$ cat config.mk
export PLATFORM = sky130hd
export DESIGN_NAME = dbuf_cmp_timer
export DESIGN_NICKNAME = d
export VERILOG_FILES = /design/src/rtl/tmr_pkg.sv /design/src/rtl/tmr_upcount.sv /design/src/rtl/tmr_evt.sv /design/src/rtl/tmr_cmpreg.sv /design/src/rtl/dbuf_cmp_timer.sv
export SDC_FILE = /design/constraint.sdc
export NUM_CORES = 1
export LEC_CHECK = 0
export CORE_MARGIN = 10
export CORE_UTILIZATION = 54
export CTS_BUF_LIST = sky130_fd_sc_hd__clkbuf_8
export CTS_CLUSTER_DIAMETER = 50
export CTS_CLUSTER_SIZE = 12
export DETAILED_ROUTE_END_ITERATION = 8
export PLACE_DENSITY = 0.88
export SYNTH_ARGS = -nofsm -noshare
export SYNTH_HDL_FRONTEND = slang
export SYNTH_SLANG_ARGS = --single-unit
$ cat constraint.sdc
create_clock -name clk -period 2.97 [get_ports clk]
set_input_delay 0.594 -clock clk [delete_from_list [all_inputs] [get_ports clk]]
set_output_delay 0.594 -clock clk [all_outputs]
set_load 0.03 [all_outputs]
$ cat src/rtl/tmr_pkg.sv
package tmr_pkg;
  typedef enum logic [1:0] {
    MODE_TIMER = 2'b00,
    MODE_PWM   = 2'b01,
    MODE_PPG   = 2'b10,
    MODE_ALT   = 2'b11
  } tmr_mode_e;

  // exponent chosen by the select code, clamped to the counter width
  function automatic int unsigned pwm_exp(input int unsigned sel,
                                          input int unsigned width);
    int unsigned e;
    e = width - 2 + sel;
    if (e > width) e = width;
    return e;
  endfunction
endpackage

$ cat src/rtl/tmr_upcount.sv
module tmr_upcount #(
  parameter int W = 8
) (
  input  logic         clk,
  input  logic         rst_n,
  input  logic         en,
  input  logic         clr,
  output logic [W-1:0] cnt
);
  always_ff @(posedge clk or negedge rst_n) begin
    if (!rst_n)   cnt <= '0;
    else if (en)  cnt <= clr ? '0 : cnt + 1'b1;
  end
endmodule

$ cat src/rtl/tmr_evt.sv
module tmr_evt #(
  parameter int W    = 8,
  parameter int SELW = 2
) (
  input  logic [W-1:0]    cnt,
  input  logic [W-1:0]    cmp,
  input  logic [W-1:0]    prd,
  input  logic [1:0]      mode,
  input  logic [SELW-1:0] sel,
  input  logic            en,
  output logic            ovf,
  output logic            match,
  output logic            clr,
  output logic            cyc_end
);
  import tmr_pkg::*;

  function automatic logic [W-1:0] low_mask(input int unsigned nb);
    logic [W-1:0] m;
    for (int i = 0; i < W; i++) m[i] = (i < nb);
    return m;
  endfunction

  function automatic logic low_ones(input logic [W-1:0] c,
                                    input int unsigned nb);
    return ((c | ~low_mask(nb)) == {W{1'b1}});
  endfunction

  logic pwm_end, ppg_end, full_wrap, ovf_raw, hit, is_timer;

  always_comb begin
    pwm_end   = low_ones(cnt, pwm_exp(int'(sel), W));
    ppg_end   = (cnt == prd);
    full_wrap = (cnt == {W{1'b1}});
    is_timer  = (mode == MODE_TIMER) || (mode == MODE_ALT);
    unique case (mode)
      MODE_PWM: ovf_raw = pwm_end;
      MODE_PPG: ovf_raw = ppg_end;
      default:  ovf_raw = full_wrap;
    endcase
    hit     = (cmp == '0) ? ovf_raw : (cnt == cmp);
    ovf     = en & ovf_raw;
    match   = en & hit;
    clr     = ovf | (is_timer & match);
    cyc_end = ovf & ~is_timer;
  end
endmodule

$ cat src/rtl/tmr_cmpreg.sv
module tmr_cmpreg #(
  parameter int W = 8
) (
  input  logic         clk,
  input  logic         rst_n,
  input  logic         wr,
  input  logic [W-1:0] data,
  input  logic         dbuf_en,
  input  logic         xfer,
  output logic [W-1:0] cmp,
  output logic [W-1:0] stage
);
  always_ff @(posedge clk or negedge rst_n) begin
    if (!rst_n) begin
      cmp   <= '0;
      stage <= '0;
    end else begin
      if (wr) stage <= data;
      if (wr && !dbuf_en) cmp <= data;
      else if (xfer)      cmp <= stage;
    end
  end
endmodule

$ cat src/rtl/dbuf_cmp_timer.sv
module dbuf_cmp_timer #(
  parameter int W    = 8,
  parameter int SELW = 2
) (
  input  logic            clk,
  input  logic            rst_n,
  input  logic            cnt_en,
  input  logic [1:0]      mode,
  input  logic [SELW-1:0] pwm_sel,
  input  logic            dbuf_en,
  input  logic            wr_cmp,
  input  logic            wr_prd,
  input  logic [W-1:0]    wr_data,
  output logic [W-1:0]    count,
  output logic [W-1:0]    cmp_value,
  output logic            match,
  output logic            ovf
);
  logic [W-1:0] prd_q, buf_q;
  logic         cnt_clr, cyc_end, xfer;

  always_ff @(posedge clk or negedge rst_n) begin
    if (!rst_n)      prd_q <= '1;
    else if (wr_prd) prd_q <= wr_data;
  end

  tmr_upcount #(.W(W)) u_cnt (
    .clk(clk), .rst_n(rst_n), .en(cnt_en), .clr(cnt_clr), .cnt(count)
  );

  tmr_evt #(.W(W), .SELW(SELW)) u_evt (
    .cnt(count), .cmp(cmp_value), .prd(prd_q), .mode(mode), .sel(pwm_sel),
    .en(cnt_en), .ovf(ovf), .match(match), .clr(cnt_clr), .cyc_end(cyc_end)
  );

  assign xfer = dbuf_en & cyc_end;

  tmr_cmpreg #(.W(W)) u_cmp (
    .clk(clk), .rst_n(rst_n), .wr(wr_cmp), .data(wr_data),
    .dbuf_en(dbuf_en), .xfer(xfer), .cmp(cmp_value), .stage(buf_q)
  );
endmodule

Word level (Yosys, flattened, before mapping) --
Index checks and enable logic that the tools add are counted.
Storage, ports and cells: input port bits 18, output and inout port bits 18, register bits after elaboration 32, logic and storage cells 43
Operators by class: bitwise logic cells 9, equal/unequal tests 7, magnitude comparators 9, add/subtract/negate cells 2, reduce and logical (&&, ||, !) cells 6, multiplexer cells 6
Operators by type and width (number):
- $lt 3x32->1 const A | 4
- $lt 1x32->1 const A | 2
- $lt 2x32->1 const A | 2
- $gt 32x4->1 const B | 1
- $mux 32 | 1
- $mux 8 | 3
- $eq 8x8->1 | 2
- $eq 8x8->1 const B | 2
- $add 8x1->8 const B | 1
- $logic_not 8->1 | 1
- $not 8->8 | 1
- $or 8x8->8 | 1
- $and 1x1->1 | 5
- $add 3x2->4 const A | 1
- $eq 2x2->1 const B | 2
- $eq 2x1->1 const B | 1
- $logic_not 2->1 | 1
- $pmux 1 s2 | 1
- $reduce_bool 2->1 | 1
- $logic_and 1x1->1 | 1
- $logic_not 1->1 | 1
- $logic_or 1x1->1 | 1
- $mux 1 | 1
- $not 1->1 | 1
- $or 1x1->1 | 1

Depth between registers and ports, before layout --
word-level depth 13, depth in mapped cells 9, mapped depth without buffers 8

By module --
A second synthesis with hierarchy kept.
Second synthesis, totals: cell total of the unflattened synthesis 166, area, all modules 1963.1 um^2
By module, submodules not included:
- tmr_cmpreg | area an instance 767.0 um^2, times used 1, seq. area each 400.4 um^2, cells each 44
- tmr_evt | area an instance 427.9 um^2, times used 1, seq. area each 0.0 um^2, cells each 61
- tmr_upcount | area an instance 420.4 um^2, times used 1, seq. area each 200.2 um^2, cells each 43
- dbuf_cmp_timer | area an instance 347.8 um^2, times used 1, seq. area each 210.2 um^2, cells each 18

Worst setup path before layout --
Ideal clock, no wire load.
path type input to output, start in mode[0], end out match, path buffers 1, required time 2.376 ns, arrival time 2.324 ns, stages 8, path slack 0.052 ns, cell sequence inv_1 ha_1 nand2b_1 a222oi_1 o2111a_1 buf_6 o21ai_1 o21bai_1
On the way: longest elaborated chain between the ends 4, elaborated cells between the ends (all ways) 5, classes of those cells 2 x eq/ne; 2 x mux; 1 x bitwise
Ends and longest elaborated chain:
- start, declared | line dbuf_cmp_timer.sv:8 | input logic [1:0] mode,
- $eq 2x2->1 or $eq 2x1->1 (tied branches) | line tmr_evt.sv:36 | unique case (mode)
- $pmux 1 s2 * | line tmr_evt.sv:36
- $mux 1 * | line tmr_evt.sv:41 | hit = (cmp == '0) ? ovf_raw : (cnt == cmp);
- $and 1x1->1 * | line tmr_evt.sv:43 | match = en & hit;
- end, declared | line dbuf_cmp_timer.sv:16 | output logic match,
Every way passes the cells marked *; elsewhere a longest branch is shown, timed or not.

Worst setup path in the final report --
start in mode[1], end out match
The elaborated chain is that of the path after synthesis.

==> flow_summary.yaml <==
outcome:
  outcome: "completed"
setup_path:
  reg2regPathDepth: 9
  timing.rr.start: "prd_q[0]"
  regToRegSetupSlack_ns: 0.47
  r2r-end: "u_cnt.cnt[1]"
  critPathKind: "input port to output pin"
  end_kind: "output pin"
  startpoint_type: "input port"
  crit_fanout: 6
  arrival_ns: 2.36
  cp.required_ns: 2.38
yosys:
  ys.warnings.count: 0
  yosysUniqueCellTypes: 43
  avgSynthCellArea_um2: 10.84
  async_flop_share: 1.000
  synth_edf_count: 0
  ys_seq_elements: 32
  synth_top_flop_cell: "dfrtp_1"
  ys_seq_area_frac: 0.4157
  synth_area_mm2: 0.001951
  syn-num-nets: 201
  synthCells: 180
place:
  dp_hpwl_mm: 3.659
  io_buffers: 35
  dpl.cell_count: 256
  post-place-ws_ns: -0.2080
  gp_congestion: 0.8754
  dpl_cell_area_mm2: 0.002344
clocking:
  path_clk_slew_ns: 0.06
  numCtsBuffers: 5
  htree_levels: 2
  cts_hold_buf: 0
  clock-sinks: 32
  tritoncts: "built"
  insertion_delay_ns: 0.29
  cts-root-buf: "clkbuf_8"
  cts_max_path_buffers: 2
global_routing:
  grt_max_degree: 33
  grt_pass1_vias: 1603
  grtUsageTotal: 0.1621
  overflow: 0
  antenna_found_initial: 0
  grt_pass1_wl_mm: 8.135
finish:
  mostFrequentLayoutCell: "clkdlybuf4s50_1"
  final_cell_area_mm2: 0.002484
  diodes: 0
  drive_above_1_share: 0.3032
  layout_common_cells: "31 x clkdlybuf4s50_1, 24 x dfrtp_1, 18 x inv_1, 18 x nand2_1, 14 x mux2_2"
  final_nets: 241
  synthToLayoutAreaGrowth_pct: 27.33
  utilization: 0.7271
  fin_cells: 267
routing:
  postRouteAntennaNets: 0
  drt_wl_total_mm: 5.157
  vias: 1595
  detail_route.vias_per_cell: 5.974
  drt_iter0_drc: 145
  drc: 0
  dr.pass1.iters: 5
  routedWlPerCell_um: 19.31
sta:
  finalSetupViolCount: 0
  finalCritPeriodShare: 0.9938
  fin_ws_ns: 0.01856
  fmax_mhz: 338.8
  hold_violations: 0
  finalClockSkew_ns: 0.004639
  maxSlewHeadroom: 0.6857
  drv_slew: 0
  worst_pin_slew_ns: 0.4714
  whs_ns: 0.5153
  fin_crit_ns: 2.951
hold_path:
  worstHoldPathCells: 1
  hold_class: "register to register"
  min_from: "u_cmp.stage[4]"
  min_to: "u_cmp.stage[4]"
die:
  die_width_um: 80.10
  coreArea_mm2: 0.003416
  rows: 21
  dieArea_mm2: 0.006416
  initial_core_util: 0.5711
  io_pins: 36
  die_y_um: 80.10
power:
  power_density_mw_per_mm2: 657.0
  power_leakage_nw: 1.015
  ir_drop_uv: 379.1
flow_run:
  cap_viol_max_count: 0
==> sequential cells by signal, summed over array words and instances, names as in the netlist <==
signal	count
u_cmp.cmp	8
u_cnt.cnt	8
u_cmp.stage	8
prd_q	8
==> metrics by stage <==
stage          power [mW]  setup TNS [ns]
3_3_place_gp        1.289        -0.09891
6_report            1.632               0
5_1_grt             1.717        -0.03227
3_5_place_dp        1.309         -0.4175
4_1_cts             1.627               0
2_1_floorplan       1.067               0
==> cell type report <==
class	instances	area, um^2
timing repair buffer	45	419.2
clock inverter	3	12.51
multi-input combinational	117	1044
sequential	32	810.8
tap	46	57.56
clock buffer	5	68.82
inverter	19	71.32
fill	241	932.1
==> cells in the mapped netlist (4+ instances only) <==
master	number	area, um^2
nand2_1	18	67.56
dfstp_2	8	210.2
nand4_1	4	25.02
xor2_1	10	87.58
o311ai_2	8	130.1
o211ai_1	8	60.06
xnor2_1	5	43.79
buf_2	4	20.02
mux2_2	14	157.7
nand2b_1	6	37.54
a211oi_2	7	87.58
inv_1	17	63.81
clkbuf_1	4	15.01
dfrtp_1	24	600.6
nor4_1	5	31.28
==> power by group <==
part | switching (mW) | leakage, nW | internal (mW)
sequential | 0.156 | 0.374 | 0.525
clock | 0.152 | 0.0505 | 0.157
combinational | 0.341 | 0.591 | 0.302
==> worst max path at each step <==
| stage | slack [ns] | cells past startpoint | from | end |
|---|---|---|---|---|
| after CTS | 0.14 | 9 | mode[0] | match |
| after floorplan | 0.05 | 8 | mode[0] | match |
| final | 0.02 | 8 | mode[1] | match |
| after global placement | -0.1 | 9 | mode[0] | match |
| after detailed placement | -0.21 | 9 | mode[0] | match |
| after global routing | -0.03 | 8 | mode[1] | match |
==> cell families after synthesis <==
| family | share of synthesized area |
|---|---|
| AND/OR/NAND/NOR | 0.1219 |
| AO/OA/AOI/OAI | 0.2181 |
| flip-flops | 0.4157 |
| buffers and inverters | 0.07184 |
| XOR/XNOR | 0.06735 |
| multiplexers | 0.08595 |
| adder cells (fa/ha/maj) | 0.01925 |
==> routing by layer <==
metal,share of wire,GRT usage,vias to the layer above
met5,0,0,-
met4,0.037,0.06690,0
met3,0.078,0.05791,16
met2,0.48,0.2584,73
met1,0.41,0.1935,777
li1,-,-,729
==> timing repair <==
item                       4_1_cts  5_1_grt
setup endpoints to repair        2        1
buffers inserted                 1        2
resized for setup                6        4
pin swaps                        4        3
gates cloned                     0        0
==> worst max-delay path, cell delays in order <==
cell and delay [ns]:
dlygate4sd2_1 0.28, ha_4 0.22, nand2b_4 0.06, a222oi_1 0.48
o2111a_1 0.31, o21ai_2 0.08, o21bai_1 0.15, buf_4 0.18
(Power assumes the default switching activity.)
